[src/rtl/srx_pkg.sv]
package srx_pkg;
    typedef enum logic [1:0] {
        ST_IDLE  = 2'd0,
        ST_START = 2'd1,
        ST_DATA  = 2'd2,
        ST_STOP  = 2'd3
    } srx_state_t;
endpackage

[src/rtl/srx_sync.sv]
module srx_sync #(
    parameter int   STAGES    = 2,
    parameter logic RESET_VAL = 1'b1
) (
    input  logic clk,
    input  logic rst,
    input  logic din,
    output logic dout
);
    logic [STAGES-1:0] chain;

    generate
        for (genvar i = 0; i < STAGES; i++) begin : g_stage
            if (i == 0) begin : g_first
                always_ff @(posedge clk) begin
                    if (rst) chain[0] <= RESET_VAL;
                    else     chain[0] <= din;
                end
            end else begin : g_next
                always_ff @(posedge clk) begin
                    if (rst) chain[i] <= RESET_VAL;
                    else     chain[i] <= chain[i-1];
                end
            end
        end
    endgenerate

    assign dout = chain[STAGES-1];
endmodule

[src/rtl/srx_timer.sv]
module srx_timer #(
    parameter int CW = 19
) (
    input  logic          clk,
    input  logic          rst,
    input  logic          load,
    input  logic [CW-1:0] load_val,
    output logic          expired
);
    logic [CW-1:0] cnt;

    always_ff @(posedge clk) begin
        if (rst)              cnt <= '0;
        else if (load)        cnt <= load_val;
        else if (cnt != '0)   cnt <= cnt - 1'b1;
    end

    assign expired = (cnt == '0);
endmodule

[src/rtl/serial_rx_stream.sv]
module serial_rx_stream
    import srx_pkg::*;
#(
    parameter int W  = 8,
    parameter int PW = 16
) (
    input  logic          clk,
    input  logic          rst,
    input  logic          rxd,
    input  logic [PW-1:0] prescale,
    output logic [W-1:0]  rx_data,
    output logic          rx_valid,
    input  logic          rx_ready,
    output logic          busy,
    output logic          frame_err,
    output logic          overrun_err
);
    localparam int CW = PW + 3;
    localparam int IW = (W > 1) ? $clog2(W) : 1;
    localparam logic [IW-1:0] LAST_BIT = IW'(W - 1);

    srx_state_t state, state_nx;

    logic          rx_s, rx_prev, fall;
    logic          expired, load;
    logic [CW-1:0] load_val, half_bit, full_bit;
    logic [IW-1:0] bit_idx;
    logic [W-1:0]  shreg;
    logic          finish;

    srx_sync #(.STAGES(2), .RESET_VAL(1'b1)) u_sync (
        .clk(clk), .rst(rst), .din(rxd), .dout(rx_s)
    );

    srx_timer #(.CW(CW)) u_timer (
        .clk(clk), .rst(rst), .load(load), .load_val(load_val), .expired(expired)
    );

    assign half_bit = {1'b0, prescale, 2'b00} - 1'b1;
    assign full_bit = {prescale, 3'b000} - 1'b1;
    assign fall     = rx_prev && !rx_s;
    assign finish   = (state == ST_STOP) && expired;

    assign load = ((state == ST_IDLE) && fall) ||
                  ((state == ST_START) && expired && !rx_s) ||
                  ((state == ST_DATA) && expired);
    assign load_val = (state == ST_IDLE) ? half_bit : full_bit;

    // state register
    always_ff @(posedge clk) begin
        if (rst) state <= ST_IDLE;
        else     state <= state_nx;
    end

    // next-state logic
    always_comb begin
        state_nx = state;
        unique case (state)
            ST_IDLE:  if (fall) state_nx = ST_START;
            ST_START: if (expired) state_nx = rx_s ? ST_IDLE : ST_DATA;
            ST_DATA:  if (expired && bit_idx == LAST_BIT) state_nx = ST_STOP;
            ST_STOP:  if (expired) state_nx = ST_IDLE;
            default:  state_nx = ST_IDLE;
        endcase
    end

    // datapath: edge history, bit counter, shift register
    always_ff @(posedge clk) begin
        if (rst) begin
            rx_prev <= 1'b1;
            bit_idx <= '0;
            shreg   <= '0;
        end else begin
            rx_prev <= rx_s;
            if (state == ST_START) begin
                bit_idx <= '0;
            end else if (state == ST_DATA && expired) begin
                shreg   <= {rx_s, shreg[W-1:1]};
                bit_idx <= bit_idx + 1'b1;
            end
        end
    end

    // outputs
    always_ff @(posedge clk) begin
        if (rst) begin
            rx_data     <= '0;
            rx_valid    <= 1'b0;
            frame_err   <= 1'b0;
            overrun_err <= 1'b0;
        end else begin
            frame_err   <= finish && !rx_s;
            overrun_err <= finish && rx_s && rx_valid && !rx_ready;
            if (finish && rx_s) begin
                rx_data  <= shreg;
                rx_valid <= 1'b1;
            end else if (rx_ready) begin
                rx_valid <= 1'b0;
            end
        end
    end

    assign busy = (state != ST_IDLE);
endmodule

[config.mk]
export PLATFORM = sky130hd
export DESIGN_NAME = serial_rx_stream
export DESIGN_NICKNAME = d
export VERILOG_FILES = /design/src/rtl/srx_pkg.sv /design/src/rtl/srx_sync.sv /design/src/rtl/srx_timer.sv /design/src/rtl/serial_rx_stream.sv
export SDC_FILE = /design/constraint.sdc
export NUM_CORES = 1
export LEC_CHECK = 0
export BUFFER_PORTS_ARGS = -buffer_cell sky130_fd_sc_hd__buf_4
export CAP_MARGIN = 30
export CORE_MARGIN = 2
export CORE_UTILIZATION = 40
export CTS_BUF_LIST = sky130_fd_sc_hd__clkbuf_16
export DETAILED_ROUTE_END_ITERATION = 8
export GPL_ROUTABILITY_DRIVEN = 0
export GPL_TIMING_DRIVEN = 0
export SYNTH_ARGS = -nofsm -noshare
export SYNTH_HDL_FRONTEND = slang
export SYNTH_SLANG_ARGS = --single-unit
[constraint.sdc]
create_clock -name clk -period 2.4 [get_ports clk]
set_input_delay 0.12 -clock clk [delete_from_list [all_inputs] [get_ports clk]]
set_output_delay 0.12 -clock clk [all_outputs]
set_load 0.01 [all_outputs]
==> out/results.ini <==
[timing]
grt_setup_unrepaired=true
fmax_mhz=434
tightest_slew_ps=536
layout_min_cycle_time_ps=2300
setup_viol=0
max_slew_margin_pct=64.2
slew_violations=0
final-hold-violation-count=0
finalCritPeriodShare_pct=95.9
skew_ps=4.92

[pwr]
p_switching_mw=1.07
seq_power_share_pct=34.3
vdd_drop_max_mv=0.334
comb_power_share_pct=39.5
total_power_mw=2.97
switching_share_pct=36.2
cellPowerDensity_mw_per_mm2=905
intPower_mw=1.89
clockPowerShare_pct=26.2
p_leak_nw=1.21

[synthesis]
synth_area_sq_mm=0.00269
yosys_warnings=0
synth-main-ff-cell=dfxtp_1
async_reset_ff_share_pct=0
synth_area_leaders=dfxtp_1 34%, nand2_1 6.0%, nor2_1 5.3%
synth_enable_flop_cells=0
syn_inst=344
syn_avg_cell_area_sq_um=7.81
ys_seq_area_share_pct=34.3
synth_area_leader_cell=dfxtp_1
yosys.area.top_type_share_pct=34.3
netlist-cell-type-count=51
ys_ff_latch=46
syn-num-nets=369

[final_layout]
num_antenna_cells=0
instances_no_fill=460
layout-drive-gt1-share_pct=18.5
postLayoutCellArea_sq_mm=0.00328
fillers=633
finalNetCount=407
syn_to_final_growth_pct=21.9

[critical_path]
critPathCaptureType=flip-flop
crit_end=u_timer.cnt[18]
cp_data_arrival_time_ps=2470
crit_type=reg -> reg
crit_start=u_timer.cnt[12]
rr_endpoint=u_timer.cnt[18]
required_ps=2560
start_kind=flip-flop
worst-path-max-fanout=6
regToRegStartpoint=u_timer.cnt[12]
reg2reg_depth=8
r2r_setup_slack_ps=100

[detailed_routing]
wl_per_cell_microns=13.4
vias=2523
wl_microns=6160
routed_via_density=5.48
postRouteAntennaNets=0
drt-initial-drc-count=91
first_pass_iters=4
route.detailed.drc=0

[status]
status=complete, no violations

[die]
start_util_pct=41.8
io_pins=32
die_area_sq_mm=0.00739
dieWidth_microns=86.0
core_sq_mm=0.00642
die_h_microns=86.0
rows=29

[grt]
grt_max_degree=16
grt_pass1_wl_microns=10500
first_global_vias=2291
grt-ovfl-total=0
grt_use_total_pct=17.5
antenna_found_initial=0

[clock_network]
insertion_delay_ps=280
cts_tree=built
cts_sinks=46
cts.clk_slew.worst_paths_ps=60
max-clock-path-buffers=2
cts_buffers=5
root_buffer=clkbuf_16
ctsHtreeMaxLevel=2
cts_hold_buf=0

[min_path]
min_path_type=in -> reg

[flow_run]
maxCapViolCount=0

[placement]
dp.cells=449
dpl_cell_area_sq_mm=0.00300
io_buffer_count=27
place_hpwl_microns=4510

## cells in the mapped netlist, types with 2 or more instances
master / instances
nor4b_1: 2
or3_1: 7
nand2b_1: 4
o211ai_1: 6
clkbuf_1: 17
inv_1: 7
o21ai_0: 12
a2111oi_0: 2
or2_2: 4
a221oi_1: 2
o22ai_1: 2
and2_1: 2
mux2i_1: 9
buf_2: 4
a211oi_1: 10
nor2_1: 38
a21oi_1: 28
nand3_1: 13
nor4_1: 10
xor2_1: 11
nor3_1: 18
o31ai_1: 2
buf_6: 2
a22oi_1: 2
a311oi_1: 2
ha_1: 5
xnor2_1: 11
or4_1: 2
nand2_1: 43
dfxtp_1: 46
## timing repair
action / in CTS / in global routing
cloned: 0 / 0
gates resized for setup: 7 / 12
pin swaps: 0 / 4
setup buffers: 1 / 4
endpoints found under the setup margin: 28 / 30
## metrics by stage
stage / setup WS, ps / util (%) / TNS (ps) / hold slack [ps]
final: 97.7 / 51.0 / 0 / 20.9
after global routing: -19.3 / 51.0 / -45.1 / 24.2
after CTS: 16.5 / 50.0 / 0 / 18.7
after detailed placement: -204 / 46.7 / -3120 / 312
after global placement: -341 / 46.5 / -3620 / 307
after floorplan: 167 / - / 0 / 224
## flip-flops by register name, summed over array words and instances, names as in the netlist, named ones only
signal,flops
rx_data,8
overrun_err,1
rx_valid,1
u_sync.dout,1
bit_idx,3
u_timer.cnt,19
state,1
u_sync.chain,1
frame_err,1
rx_prev,1
shreg,8
## worst max-delay path: stages (launching register included)
cell	delay [ps]
dfxtp_2	340
or4_4	540
or3_4	440
nor4_4	150
buf_6	140
a211oi_4	60
buf_4	160
a311oi_2	270
a211oi_1	80
## worst min path at each step
stage / startpoint / end / cells past startpoint
final: rxd / u_sync.chain[0] / 2
after global placement: rxd / u_sync.chain[0] / 2
after floorplan: rxd / u_sync.chain[0] / 1
after global routing: rxd / u_sync.chain[0] / 2
after detailed placement: rxd / u_sync.chain[0] / 2
after CTS: rxd / u_sync.chain[0] / 2
## power by group through the flow
stage | combinational [mW] | clock [mW] | sequential (mW)
floorplan | 0.859 | 0 | 0.997
global placement | 1.06 | 0 | 1.02
detailed placement | 1.06 | 0 | 1.02
CTS | 1.11 | 0.800 | 1.01
global route | 1.30 | 0.830 | 1.04
finish | 1.17 | 0.777 | 1.02
## logic make-up (layout without fill, tap and decap cells)
logic type      after synthesis  in the layout  synth area share, %
simple gates                154            154                 28.8
compound gates               77             77                 18.6
flops                        46             46                 34.3
buf+inv                      31             70                 5.49
xor+xnor                     22             22                 7.17
mux                           9              9                 3.35
fa+ha+maj                     5              5                 2.33
## cell usage in the layout, fill, tap and decap left out, types with 2 or more instances in the layout
cell	netlist	final
clkinvlp_4	0	2
nor3_1	18	16
nor4_1	10	9
inv_1	7	7
or3_4	1	2
a21oi_1	28	28
or4_1	2	2
nor4_4	1	2
mux2i_1	9	9
dfxtp_1	46	45
nand2b_1	4	4
o31ai_1	2	2
ha_1	5	5
o22ai_1	2	2
o21ai_0	12	12
or2_2	4	4
or3_1	7	6
a211oi_1	10	10
nand3_1	13	13
o211ai_1	6	6
xnor2_1	11	11
buf_2	4	3
clkbuf_2	0	2
clkbuf_1	17	13
nor4b_1	2	2
xor2_1	11	11
buf_6	2	3
buf_4	0	32
a2111oi_0	2	2
nor2_1	38	37
a221oi_1	2	2
clkbuf_16	0	5
nor3_2	1	2
nand2_1	43	42
and2_1	2	2
a22oi_1	2	2
## layout make-up
| class | instances | area, sq um | area share (%) |
|---|---|---|---|
| tap | 77 | 96.3 | 2.94 |
| clock inverter | 3 | 45.0 | 1.37 |
| inverter | 7 | 26.3 | 0.802 |
| buffer | 22 | 123 | 3.74 |
| clock buffer | 5 | 125 | 3.82 |
| sequential | 46 | 922 | 28.1 |
| timing repair buffer | 33 | 251 | 7.67 |
| multi-input combinational | 267 | 1690 | 51.5 |
## per-layer routing
| layer | GRT usage, % | part of all wire [%] | vias to the layer above |
|---|---|---|---|
| met4 | 6.35 | 1.1 | 0 |
| li1 | - | - | 1314 |
| met2 | 29.7 | 47 | 53 |
| met5 | 0 | 0 | - |
| met3 | 2.50 | 2.9 | 4 |
| met1 | 22.7 | 49 | 1152 |
No activity file was read; power rests on OpenSTA's default activity.
